==> src/rtl/tpt_pkg.sv <==
// Shared definitions for the two-phase timer pair.
// Assumes a byte-addressed, word-aligned register window of 32 bytes.
package tpt_pkg;
    localparam int ADDR_W = 5;
    localparam int N_TMR  = 2;

    localparam logic [ADDR_W-1:0] OFS_CTRL  = 5'h00;
    localparam logic [ADDR_W-1:0] OFS_HI_T1 = 5'h04;
    localparam logic [ADDR_W-1:0] OFS_HI_T0 = 5'h08;
    localparam logic [ADDR_W-1:0] OFS_LO_T1 = 5'h0C;
    localparam logic [ADDR_W-1:0] OFS_LO_T0 = 5'h10;

    localparam logic [7:0] WD_KEY = 8'hFF;

    typedef enum logic {PH_HIGH = 1'b0, PH_LOW = 1'b1} phase_e;
endpackage

==> src/rtl/tpt_regs.sv <==
// Register file: control enables plus high/low count per timer.
// Assumes single-cycle writes; reads are combinational.
module tpt_regs
    import tpt_pkg::*;
#(
    parameter int DATA_W = 32
) (
    input  logic                          clk,
    input  logic                          rst_n,
    input  logic [ADDR_W-1:0]             addr,
    input  logic                          wr_en,
    input  logic [DATA_W-1:0]             wr_data,
    output logic [DATA_W-1:0]             rd_data,
    output logic [N_TMR-1:0]              en,
    output logic [N_TMR-1:0][DATA_W-1:0]  hi_cnt,
    output logic [N_TMR-1:0][DATA_W-1:0]  lo_cnt
);
    // Register update on bus writes; unmapped offsets are dropped.
    always_ff @(posedge clk) begin
        if (!rst_n) begin
            en     <= '0;
            hi_cnt <= '0;
            lo_cnt <= '0;
        end else if (wr_en) begin
            case (addr)
                OFS_CTRL:  en        <= wr_data[N_TMR-1:0];
                OFS_HI_T1: hi_cnt[1] <= wr_data;
                OFS_HI_T0: hi_cnt[0] <= wr_data;
                OFS_LO_T1: lo_cnt[1] <= wr_data;
                OFS_LO_T0: lo_cnt[0] <= wr_data;
                default: ;
            endcase
        end
    end

    // Read multiplexer; control upper bits and holes read as zero.
    always_comb begin
        rd_data = '0;
        case (addr)
            OFS_CTRL:  rd_data[N_TMR-1:0] = en;
            OFS_HI_T1: rd_data = hi_cnt[1];
            OFS_HI_T0: rd_data = hi_cnt[0];
            OFS_LO_T1: rd_data = lo_cnt[1];
            OFS_LO_T0: rd_data = lo_cnt[0];
            default:   rd_data = '0;
        endcase
    end
endmodule

==> src/rtl/tpt_channel.sv <==
// One timer: high phase then low phase, repeating while enabled.
// Assumes counts of zero mean one cycle; restarts in the high phase
// on the first enabled cycle after being idle.
module tpt_channel
    import tpt_pkg::*;
#(
    parameter int CNT_W = 32
) (
    input  logic             clk,
    input  logic             rst_n,
    input  logic             en,
    input  logic [CNT_W-1:0] hi_len,
    input  logic [CNT_W-1:0] lo_len,
    output logic             ph_out,
    output logic             end_pulse
);
    logic             run_q;
    phase_e           phase_q;
    logic [CNT_W-1:0] cnt_q;

    function automatic logic [CNT_W-1:0] reload(input logic [CNT_W-1:0] v);
        return (v == '0) ? '0 : v - 1'b1;
    endfunction

    // Phase sequencer: idle until enabled, then alternate the two counts.
    always_ff @(posedge clk) begin
        if (!rst_n || !en) begin
            run_q   <= 1'b0;
            phase_q <= PH_HIGH;
            cnt_q   <= '0;
        end else if (!run_q) begin
            run_q   <= 1'b1;
            phase_q <= PH_HIGH;
            cnt_q   <= reload(hi_len);
        end else if (cnt_q == '0) begin
            if (phase_q == PH_HIGH) begin
                phase_q <= PH_LOW;
                cnt_q   <= reload(lo_len);
            end else begin
                phase_q <= PH_HIGH;
                cnt_q   <= reload(hi_len);
            end
        end else begin
            cnt_q <= cnt_q - 1'b1;
        end
    end

    // Outputs gated by the enable so a disable silences them at once.
    always_comb begin
        ph_out    = en && run_q && (phase_q == PH_HIGH);
        end_pulse = en && run_q && (phase_q == PH_LOW) && (cnt_q == '0);
    end
endmodule

==> src/rtl/tpt_wdog_rst.sv <==
// Stretches a one-cycle trigger into a fixed-length reset pulse.
// A trigger during an active pulse restarts the full length.
module tpt_wdog_rst #(
    parameter int RST_CYCLES = 16
) (
    input  logic clk,
    input  logic rst_n,
    input  logic trig,
    output logic rst_out
);
    localparam int CW = $clog2(RST_CYCLES + 1);

    logic [CW-1:0] left_q;

    // Remaining-cycles counter for the reset pulse.
    always_ff @(posedge clk) begin
        if (!rst_n)              left_q <= '0;
        else if (trig)           left_q <= CW'(RST_CYCLES);
        else if (left_q != '0)   left_q <= left_q - 1'b1;
    end

    // Pulse is active while cycles remain.
    assign rst_out = (left_q != '0);
endmodule

==> src/rtl/twin_phase_timer.sv <==
// Top: register file, two two-phase timers, watchdog reset stretcher.
// Assumes timer 0 is the only one that can act as a watchdog.
module twin_phase_timer
    import tpt_pkg::*;
#(
    parameter int DATA_W     = 32,
    parameter int RST_CYCLES = 16
) (
    input  logic              clk,
    input  logic              rst_n,
    input  logic [4:0]        addr,
    input  logic              wr_en,
    input  logic [DATA_W-1:0] wr_data,
    output logic [DATA_W-1:0] rd_data,
    output logic [1:0]        tmr_out,
    output logic [1:0]        irq,
    output logic              wd_rst
);
    logic [N_TMR-1:0]             ctrl_en;
    logic [N_TMR-1:0][DATA_W-1:0] hi_q;
    logic [N_TMR-1:0][DATA_W-1:0] lo_q;
    logic [N_TMR-1:0][DATA_W-1:0] hi_eff;
    logic                         wd_mode;

    tpt_regs #(.DATA_W(DATA_W)) u_regs (
        .clk(clk), .rst_n(rst_n), .addr(addr), .wr_en(wr_en),
        .wr_data(wr_data), .rd_data(rd_data),
        .en(ctrl_en), .hi_cnt(hi_q), .lo_cnt(lo_q)
    );

    // Watchdog key selects the upper field as timer 0 high length.
    always_comb begin
        wd_mode = (hi_q[0][7:0] == WD_KEY);
        hi_eff  = hi_q;
        if (wd_mode) hi_eff[0] = hi_q[0] >> 8;
    end

    for (genvar i = 0; i < N_TMR; i++) begin : g_tmr
        tpt_channel #(.CNT_W(DATA_W)) u_ch (
            .clk(clk), .rst_n(rst_n), .en(ctrl_en[i]),
            .hi_len(hi_eff[i]), .lo_len(lo_q[i]),
            .ph_out(tmr_out[i]), .end_pulse(irq[i])
        );
    end

    tpt_wdog_rst #(.RST_CYCLES(RST_CYCLES)) u_wdr (
        .clk(clk), .rst_n(rst_n),
        .trig(irq[0] && wd_mode), .rst_out(wd_rst)
    );
endmodule

==> config.mk <==
export PLATFORM = sky130hd
export DESIGN_NAME = twin_phase_timer
export DESIGN_NICKNAME = d
export VERILOG_FILES = /design/src/rtl/tpt_pkg.sv /design/src/rtl/tpt_regs.sv /design/src/rtl/tpt_channel.sv /design/src/rtl/tpt_wdog_rst.sv /design/src/rtl/twin_phase_timer.sv
export SDC_FILE = /design/constraint.sdc
export NUM_CORES = 1
export LEC_CHECK = 0
export ABC_AREA = 1
export BUFFER_PORTS_ARGS = -buffer_cell sky130_fd_sc_hd__buf_4
export CORE_MARGIN = 10
export CORE_UTILIZATION = 44
export CTS_BUF_LIST = sky130_fd_sc_hd__clkbuf_4
export CTS_CLUSTER_SIZE = 16
export DETAILED_ROUTE_END_ITERATION = 8
export HOLD_SLACK_MARGIN = 0.06
export PLACE_DENSITY = 0.64
export SLEW_MARGIN = 40
export SYNTH_ARGS = -nofsm -noshare
export SYNTH_HDL_FRONTEND = slang
export SYNTH_HIERARCHICAL = 1
export SYNTH_SLANG_ARGS = --single-unit
==> constraint.sdc <==
create_clock -name clk -period 3.1 [get_ports clk]
set_input_delay 0.155 -clock clk [delete_from_list [all_inputs] [get_ports clk]]
set_output_delay 0.155 -clock clk [all_outputs]
set_load 0.005 [all_outputs]
==> qor.csv <==
metric,value,unit
post-synth top area share,25.6,%
Critical Path Sink Type,flip-flop,
Cell variety after synth,34,
TritonCTS clock tree,built,
gpl congestion,0.998,
Clock Skew,39.5,ps
hpwl dp,47.5,mm
Synthesized Nets,2831,
CTS root buf,clkbuf_4,
core area,35600,um2
Synth Flop Type,dfxtp_1,
Required @ worst endpoint,3790,ps
Design Power,7.26,mW
Final Hold Viols,0,
layout filler cell count,3842,
Die ar.,44100,um2
dpl cells,3248,
initial antenna violation count,3,
Leakage,10.0,nW
worst endpoint data arrival time,3630,ps
Synth Register Bits,203,
f_max,0.341,GHz
vias in the first global route,16600,
layout cells sized above 1,10.3,%
DR iter-0 viols,2235,
WL/cell,18.2,um
most frequent cells in the layout,"nand2_1, nor2_1, inv_1",
Ys Warns,6,
Starting Density,44.7,%
DP Worst Slack,388,ps
final worst slack,164,ps
fin nets,2949,
Placement Rows,69,
global route overflow,0,
min cycle time layout,2940,ps
Hold WC Path Type,input port to flip-flop,
ANT nets after route,0,
Max Buffers Root-to-Sink,3,
Final setup viols,0,
async set-or-reset flop fraction in the synthesized netlist,0,%
total negative slack for setup checks,0,ps
clock-pin slew on the worst setup and hold paths,70,ps
period utilization,94.7,%
max-cap violation count,0,
CP Class,input port to flip-flop,
GRT Resource Usage Total,27.0,%
"most common cell after layout, fill and taps aside",nand2_1,
drt first pass iters,6,
via/cell ratio,5.43,
RSZ-0062 raised after global routing,no,
Skew-Pair Late Insertion Delay,810,ps
Layout Cells excl Fill,3412,
pwr/cell area,401,nW/um2
cts bufs inserted,60,
Remaining DRCs,0,
synth top area cells,"dfxtp_1, nand2_1, nor2_1, nand4_1, inv_1",
die height,210,um
clock sink total,203,
Synth area leader,dfxtp_1,
Setup crit start kind,input port,
Layout area overhead,13.8,%
H-Tree Depth,2,
first-pass GRT wire length,95.1,mm
# IOs,77,
Max-slew headroom,50.6,%
Die X,210,um
largest net degree at the start of global routing,108,
status,finished clean,
Synth Cell Area,15900,um2
Least-Margin Pin Slew,741,ps
VDD IR max,433,uV
vias,18500,
final slew viol count,0,
post-synthesis sequential area ratio,25.6,%
Port-buffer cells,76,
minimum hold slack,155,ps
Worst Path Max Fanout,23,
syn_area_per_cell,5.71,um2
final wirelength,62.2,mm
Syn Inst Count,2782,
"EDFF count, synth",0,
## final timing paths
path               startpoint                 endpoint  slack [ps]  cells after the start
max                   addr[0]         u_regs/lo_cnt[8]         160                      9
min               wr_data[29]        u_regs/hi_cnt[29]         150                      4
max reg2reg  u_regs/hi_cnt[3]  g_tmr[0].u_ch/cnt_q[12]         310                     17
min reg2reg   u_wdr/left_q[4]          u_wdr/left_q[4]         500                      2
## Yosys cell counts (4+ instances only)
library cell / n
dfxtp_1: 203
a21boi_1: 6
nand4_4: 4
nand3_1: 180
nor2_2: 24
buf_2: 39
buf_4: 11
buf_6: 6
o21ai_1: 8
nand2_1: 845
nand2_2: 8
buf_1: 5
a21oi_1: 8
nor2_1: 628
nand3_2: 23
nor2_4: 11
nand4_1: 199
xnor2_1: 36
or2_2: 5
ha_1: 9
o21bai_1: 8
o21ai_0: 62
nand3b_1: 6
clkbuf_1: 48
xor2_1: 66
inv_2: 5
nand2_4: 4
inv_1: 301
nor3_1: 15
## per-layer routing
metal	track usage, %	vias up	wire [um]
met1	38.2	8469	28400
met2	39.0	903	25700
met5	0	-	11
met3	6.03	108	6130
met4	10.5	2	2000
li1	-	9029	-
## layout make-up
| type | instances | area [um2] | area share (%) |
|---|---|---|---|
| clock inverters | 23 | 97.6 | 0.540 |
| diodes | 2 | 5.00 | 0.0277 |
| flip-flops and latches | 203 | 4060 | 22.5 |
| multi-input cells | 2163 | 10100 | 56.0 |
| inverters | 306 | 1150 | 6.35 |
| well taps | 461 | 577 | 3.19 |
| repair buffers | 166 | 1410 | 7.81 |
| clock buffers | 88 | 661 | 3.65 |
## state kept, by name, indices dropped and copies added (netlist names)
| register | flops |
|---|---|
| u_regs/lo_cnt | 64 |
| g_tmr.u_ch/cnt_q | 64 |
| g_tmr.u_ch/phase_q | 2 |
| u_wdr/left_q | 5 |
| g_tmr.u_ch/run_q | 2 |
| u_regs/hi_cnt | 64 |
| u_regs/en | 2 |
## where the power goes
part | internal (mW) | total (mW) | switching (mW)
Sequential | 2.66 | 2.72 | 0.0649
Combinational | 0.623 | 1.93 | 1.30
Clock | 1.30 | 2.61 | 1.31
Total | 4.58 | 7.26 | 2.68
## timing repair
item	in CTS	in global routing
hold buffers	46	0
setup endpoints to repair	0	3
setup buffers	0	5
gates resized for setup	0	0
endpoints found under the hold margin	140	0
## stage by stage
step           utilization, %  area, um2
6_report                 50.8      18100
5_1_grt                  50.8      18100
4_1_cts                  50.7      18000
3_5_place_dp             47.3      16800
3_3_place_gp             47.3      16800
2_1_floorplan               -      15900
## cells by family (layout without fill, tap and decap cells)
| kind of cell | count (synthesis) | in the layout | share of synthesized area [%] |
|---|---|---|---|
| and+or+nand+nor | 1956 | 1956 | 53.9 |
| buffers and inverters | 416 | 583 | 10.8 |
| DFF | 203 | 203 | 25.6 |
| xor gates and xnor gates | 102 | 102 | 5.62 |
| AOI/OAI and AO/OA | 96 | 96 | 3.42 |
| adders and majority gates | 9 | 9 | 0.709 |
| other | 0 | 2 | 0 |
## worst max-delay path: stages
cell	delay, ps
dlygate4sd3_1	530
buf_4	140
nor2_4	250
dlygate4sd3_1	810
nand4_4	390
nor2_1	180
dlygate4sd3_1	570
nor2_1	40
dlygate4sd3_1	540
Power figures use the tool's default switching activity.
